File: src/rtl/lta_pkg.sv
// Shared types for the link token arbiter.
// Assumes: none beyond a single clock domain.
package lta_pkg;
    // Token ownership state held by the control register.
    typedef struct packed {
        logic held;     // this end owns the link
        logic pending;  // release word is being sent this cycle
    } tok_state_t;
endpackage

File: src/rtl/lta_token_ctrl.sv
// Token ownership state machine: role-based reset, hand-over sequencing and take-over.
// Assumes: rx_take is asserted only while the token is not held.
module lta_token_ctrl
    import lta_pkg::*;
(
    input  logic clk,
    input  logic rst_n,
    input  logic role_master,
    input  logic release_req,
    input  logic release_sent,
    input  logic rx_take,
    output logic held,
    output logic pending
);
    tok_state_t st_q;

    // Update ownership: take-over, completion of release, or arming a release.
    always_ff @(posedge clk) begin
        if (!rst_n) begin
            st_q.held    <= role_master;
            st_q.pending <= 1'b0;
        end else if (rx_take) begin
            st_q.held    <= 1'b1;
        end else if (release_sent) begin
            st_q.held    <= 1'b0;
            st_q.pending <= 1'b0;
        end else if (release_req && st_q.held && !st_q.pending) begin
            st_q.pending <= 1'b1;
        end
    end

    assign held    = st_q.held;
    assign pending = st_q.pending;

    assert_release_drops_token_R5: assert property (@(posedge clk) disable iff (!rst_n)
        release_sent |=> !held);
    assert_idle_req_ignored_R6: assert property (@(posedge clk) disable iff (!rst_n)
        (!held && !rx_take) |=> (!held && !pending));
    assert_pending_needs_token_R4: assert property (@(posedge clk) disable iff (!rst_n)
        pending |-> held);
endmodule

File: src/rtl/lta_tx_path.sv
// Transmit path: chooses between the local word and the release word, and applies the token gate.
// Assumes: the link accepts every word presented with valid.
module lta_tx_path #(
    parameter int unsigned W = 16
) (
    input  logic         clk,
    input  logic         rst_n,
    input  logic         held,
    input  logic         pending,
    input  logic [W-1:0] release_word,
    input  logic [W-1:0] tx_data,
    input  logic         tx_valid,
    output logic         tx_ready,
    output logic [W-1:0] link_data,
    output logic         link_valid,
    output logic         release_sent
);
    // Select the outgoing word; the release word has priority over local data.
    always_comb begin
        tx_ready     = held && !pending;
        release_sent = held && pending;
        link_valid   = release_sent || (tx_ready && tx_valid);
        link_data    = pending ? release_word : tx_data;
    end

    assert_no_tx_without_token_R2: assert property (@(posedge clk) disable iff (!rst_n)
        !held |-> (!link_valid && !tx_ready));
    assert_release_blocks_data_R4: assert property (@(posedge clk) disable iff (!rst_n)
        pending |-> (!tx_ready && link_data == release_word));
endmodule

File: src/rtl/lta_rx_filter.sv
// Receive filter: detects the release word while not holding the token and removes it from the data stream.
// Assumes: the comparison is made on all W bits.
module lta_rx_filter #(
    parameter int unsigned W = 16
) (
    input  logic         clk,
    input  logic         rst_n,
    input  logic         held,
    input  logic [W-1:0] release_word,
    input  logic [W-1:0] in_data,
    input  logic         in_valid,
    output logic [W-1:0] out_data,
    output logic         out_valid,
    output logic         take
);
    logic hit;

    // Compare the full word and suppress a matching word while waiting for the token.
    always_comb begin
        hit       = (in_data == release_word);
        take      = in_valid && hit && !held;
        out_valid = in_valid && !take;
        out_data  = in_data;
    end

    assert_take_sets_token_R7: assert property (@(posedge clk) disable iff (!rst_n)
        take |=> held);
    assert_holder_forwards_R9: assert property (@(posedge clk) disable iff (!rst_n)
        (held && in_valid) |-> out_valid);
endmodule

File: src/rtl/link_token_arbiter.sv
// Top level: token-based direction control for a half-duplex word link.
// Assumes: cfg_release_word is stable between resets; cfg_is_master is sampled during reset.
module link_token_arbiter #(
    parameter int unsigned W = 16
) (
    input  logic         clk,
    input  logic         rst_n,
    input  logic         cfg_is_master,
    input  logic [W-1:0] cfg_release_word,
    input  logic         release_req,
    input  logic [W-1:0] tx_data,
    input  logic         tx_valid,
    output logic         tx_ready,
    output logic [W-1:0] link_tx_data,
    output logic         link_tx_valid,
    input  logic [W-1:0] link_rx_data,
    input  logic         link_rx_valid,
    output logic [W-1:0] rx_data,
    output logic         rx_valid,
    output logic         token_held
);
    logic held, pending, release_sent, rx_take;

    lta_token_ctrl u_ctrl (
        .clk(clk), .rst_n(rst_n), .role_master(cfg_is_master),
        .release_req(release_req), .release_sent(release_sent), .rx_take(rx_take),
        .held(held), .pending(pending)
    );

    lta_tx_path #(.W(W)) u_tx (
        .clk(clk), .rst_n(rst_n), .held(held), .pending(pending),
        .release_word(cfg_release_word), .tx_data(tx_data), .tx_valid(tx_valid),
        .tx_ready(tx_ready), .link_data(link_tx_data), .link_valid(link_tx_valid),
        .release_sent(release_sent)
    );

    lta_rx_filter #(.W(W)) u_rx (
        .clk(clk), .rst_n(rst_n), .held(held), .release_word(cfg_release_word),
        .in_data(link_rx_data), .in_valid(link_rx_valid),
        .out_data(rx_data), .out_valid(rx_valid), .take(rx_take)
    );

    assign token_held = held;

    assert_accept_drives_link_R3: assert property (@(posedge clk) disable iff (!rst_n)
        (tx_valid && tx_ready) |-> (link_tx_valid && link_tx_data == tx_data));
    assert_mismatch_forwarded_R8: assert property (@(posedge clk) disable iff (!rst_n)
        (link_rx_valid && link_rx_data != cfg_release_word) |-> (rx_valid && rx_data == link_rx_data));
    assert_release_follows_req_R4: assert property (@(posedge clk) disable iff (!rst_n)
        (release_req && token_held && !pending && !rx_take) |=> (link_tx_valid && !tx_ready));
endmodule

File: config.mk
export PLATFORM = sky130hd
export DESIGN_NAME = link_token_arbiter
export DESIGN_NICKNAME = d
export VERILOG_FILES = /design/src/rtl/lta_pkg.sv /design/src/rtl/lta_token_ctrl.sv /design/src/rtl/lta_tx_path.sv /design/src/rtl/lta_rx_filter.sv /design/src/rtl/link_token_arbiter.sv
export SDC_FILE = /design/constraint.sdc
export NUM_CORES = 1
export LEC_CHECK = 0
export BUFFER_PORTS_ARGS = -buffer_cell sky130_fd_sc_hd__buf_2
export CORE_MARGIN = 4
export CORE_UTILIZATION = 31
export CTS_CLUSTER_SIZE = 20
export DETAILED_ROUTE_END_ITERATION = 8
export PLACE_DENSITY_LB_ADDON = 0.12
export RECOVER_POWER = 100
export SYNTH_ARGS = -nofsm -noshare
export SYNTH_HDL_FRONTEND = slang
export SYNTH_SLANG_ARGS = --single-unit
File: constraint.sdc
create_clock -name clk -period 2 [get_ports clk]
set_input_delay 0.2 -clock clk [delete_from_list [all_inputs] [get_ports clk]]
set_output_delay 0.2 -clock clk [all_outputs]
set_load 0.01 [all_outputs]
* Word-level counts from Yosys, hierarchy flattened *
Cells that the tools add are included.

operators by class
  reduce and logical (&&, ||, !) cells = 14
  equality and inequality tests = 2
  muxes and demuxes = 7
  bitwise operators = 1

operator list
  operator                                       count
  equality test 16 bit                           1
  two-way mux 16 bit                             1
  logical AND 1 bit                              8
  two-way mux 1 bit                              5
  logical NOT 1 bit                              3
  != test 3 x 1 -> 1 bit, second input constant  1
  two-way mux 2 bit                              1
  AND reduction 2 bit                            1
  nonzero test 2 bit                             1
  logical OR 1 bit                               1
  inverter 1 bit                                 1

storage, ports and cells
  bits in registers = 2
  output and inout bits = 36
  input port bits = 54
  logic and storage cells = 26

* Logic depth before layout (Yosys ltp) *
  depth in word-level cells = 6
  depth in mapped cells = 4
  gate-level depth less buffers = 4

* Modules after synthesis *
Synthesis repeated with hierarchy kept, for this count alone.

unflattened totals
  cell total of the unflattened synthesis = 69
  area, all modules = 664.4 µm²

by module, submodules not included
  module          cells an instance  times used  area an instance (µm²)
  lta_rx_filter   40                 1           310.3
  lta_tx_path     21                 1           261.5
  lta_token_ctrl  8                  1           92.6

* Worst setup path after synthesis *
Ideal clock, no wire load.

  path type = register -> register
  start = register, netlist name u_ctrl.held
  end = register, netlist name u_ctrl.held
  required time = 1,689 ps
  arrival time = 1,026 ps
  buffers on the path = 0
  cell stages (with the launch flop) = 4
  clock period less this slack = 1,336 ps
  path slack = 664 ps
  path through = edfxtp_1 > nor3b_1 > nand4_1 > o211ai_1

between the ends
  cells in the longest elaborated chain, start to end = 3

ends and longest elaborated chain
  what                                RTL line             RTL
  logical NOT 1 bit                   lta_rx_filter.sv:21  take = in_valid && hit && !held;
  logical AND 1 bit                   lta_rx_filter.sv:21
  != test 3 x 1 -> 1 bit (no line) *  --

Every way passes the cells marked *; elsewhere a longest branch is shown, timed or not.
A chain may end at the register's enable or synchronous reset.

* Worst setup path in the final report *
  start = register, netlist name u_ctrl.held
  end = output port rx_valid

between the ends
  cells in the longest elaborated chain, start to end = 4

ends and longest elaborated chain
  what               RTL line                  RTL
  logical NOT 1 bit  lta_rx_filter.sv:21
  logical AND 1 bit  lta_rx_filter.sv:21
  logical NOT 1 bit  lta_rx_filter.sv:22       out_valid = in_valid && !take;
  logical AND 1 bit  lta_rx_filter.sv:22
  to (decl)          link_token_arbiter.sv:19  output logic rx_valid,

No other way between the ends.

==> qor.txt <==
Synth warnings - 0
TritonCTS Buffers - 3
share of layout cells above drive strength 1 - 51.0%
Final Hold Viols - 0
clock slew at reported path FFs - 40 ps
WP data required - 1800 ps
number of setup buffers added after CTS - 0
post-synthesis sequential area ratio - 8.26%
hold_buf cts - 0
CTS H-tree lvls - 1
fin crit share - 82.0%
Vias - 753
num rows - 15
CP Capture Type - primary output
post-route ant nets - 0
Top Ports - 90
status - finished, final reports clean
sw frac - 36.4%
DRT iter0 DRCs - 4
Worst path max stage delay - 450 ps
CTS tree - built
CP Launch Type - register
skew final - 12.0 ps
core area - 1780 um^2
Slew @ Worst Pin - 277 ps
Final setup viols - 0
Setup CP Type - register to primary output
crit path time final - 1640 ps
placer congestion estimate - 0.703
CP max FO - 6
clk buf depth - 2
Max-cap violations - 0
combinational share of power - 56.7%
fin nets - 200
antenna cells - 0
synth top area cells - mux2_2 30%, buf_4 20%, xor2_1 19%
Non-Filler Instances - 170
cells after synthesis - 69
P_leak - 0.438 nW
antenna violations before repair - 0
Starting Density - 34.0%
root buf cell - clkbuf_4
Yosys cell types - 19
Vert. Die Dim - 52.2 um
placed cells - 166
post-CTS sizing - 0
Cell Pwr Density - 371 nW/um^2
RSZ-0062 raised after global routing - no
most common cell after layout, fill and taps aside - buf_2
drt pass-1 iters - 4
WL per Instance - 11.5 um
synthesis-stage register bit count - 2
Slowest cell on crit path - edfxtp_1
largest net degree at the start of global routing - 21
VDD IR max - 285 uV
die area - 2720 um^2
Die Width - 52.2 um
clock share of power - 29.5%
clock latency on the worst-skew pair - 230 ps
DRC - 0
CP cell instances - nor3b_1 -> nand4_1 -> o21a_1 -> clkbuf_1
P_sw - 0.127 mW
clock sinks - 2
final setup TNS - 0 ps
Max Slew Vio Count - 0
syn nets - 123
GRT Resource Usage Total - 13.0%
Flop pwr share - 13.9%
Layout area overhead - 55.4%
Mapped Avg Cell Area - 8.78 um^2
HPWL reported at the end of detailed placement - 1710 um
most frequent cells in the layout - 53 x buf_2, 37 x clkbuf_1, 16 x mux2_2, 13 x xor2_1
CP Buf/Inv Count - 1
f_max - 610 MHz
vias in the first global route - 715
Vias/cell - 4.43
Synth top area share - 29.8%
Port Buf Inserts - 89
Slew HR - 81.3%
Yosys top cell by area - mux2_2
Min-Delay Path Class - primary input to register
Detailed Route WL - 1960 um
CP Data Arrival Time - 1440 ps
first-pass GRT wire length - 2760 um
crit-path leading delay family - flip-flops
Congestion Overflow GR - 0
P_int - 0.222 mW
mapped cell area - 606 um^2
-- final timing paths --
| path | from | endpoint | slack [ps] | cells after the start |
|---|---|---|---|---|
| setup / recovery | u_ctrl.held$_DFFE_PP_ | rx_valid | 360 | 4 |
| hold / removal | release_req | u_ctrl.pending$_SDFFE_PN0P_ | 220 | 3 |
| setup reg to reg | u_ctrl.held$_DFFE_PP_ | u_ctrl.held$_DFFE_PP_ | 600 | 3 |
| hold reg to reg | u_ctrl.held$_DFFE_PP_ | u_ctrl.held$_DFFE_PP_ | 710 | 2 |
-- final cells by class --
class | count | area (um^2)
Fill cell | 215 | 842
Multi-Input combinational cell | 48 | 422
Timing Repair Buffer | 90 | 408
Sequential cell | 2 | 50.0
Tap cell | 25 | 31.3
Clock buffer | 4 | 26.3
Inverter | 1 | 3.75
-- worst min-delay path: stages --
cell and delay [ps]:
buf_2 70, a21oi_1 50, nor2_1 70
-- flip-flops by register name, summed over array words and instances (netlist names) --
register / count
u_ctrl.held: 1
u_ctrl.pending: 1
-- cell usage after synthesis (all sizes together) --
library cell	instances
nor4	3
o21a	2
mux2	16
inv	1
a21oi	1
o31ai	1
nor2	1
nand2	2
nor3b	1
o211ai	1
buf	18
nor2b	2
edfxtp	1
nand4	1
dfxtp	1
nand3	1
xor2	13
xnor2	3
-- routing by layer --
| metal | GRT usage, % | wire length, um | vias up |
|---|---|---|---|
| li1 | - | - | 380 |
| met1 | 12.5 | 649 | 330 |
| met2 | 26.2 | 1060 | 41 |
| met3 | 2.85 | 239 | 2 |
| met4 | 5.11 | 14 | 0 |
| met5 | 0 | 0 | - |
-- cell families after synthesis --
| kind of cell | share of synthesized area (%) |
|---|---|
| buf+inv | 22.1 |
| compound gates | 6.61 |
| xor+xnor | 23.1 |
| flops | 8.26 |
| mux | 29.8 |
| simple gates | 10.1 |
-- stage by stage --
stage / utilization (%) / total power, mW / hold slack, ps / setup slack, ps / area (um^2)
final: 52.8 / 0.349 / 216 / 360 / 941
after global routing: 52.8 / 0.376 / 251 / 185 / 941
after CTS: 55.3 / 0.367 / 219 / 317 / 986
after detailed placement: 53.8 / 0.261 / 451 / 418 / 960
after global placement: 53.8 / 0.259 / 451 / 449 / 960
after floorplan: - / 0.171 / 339 / 664 / 606
-- power groups by stage --
stage | sequential, mW | combinational [mW] | clock, mW
after floorplan | 0.0494 | 0.122 | 0
after global placement | 0.0489 | 0.210 | 0
after detailed placement | 0.0491 | 0.212 | 0
after CTS | 0.0485 | 0.213 | 0.106
after global routing | 0.0492 | 0.218 | 0.109
final | 0.0484 | 0.198 | 0.103
Note: power is estimated with default switching activity, not from simulation.
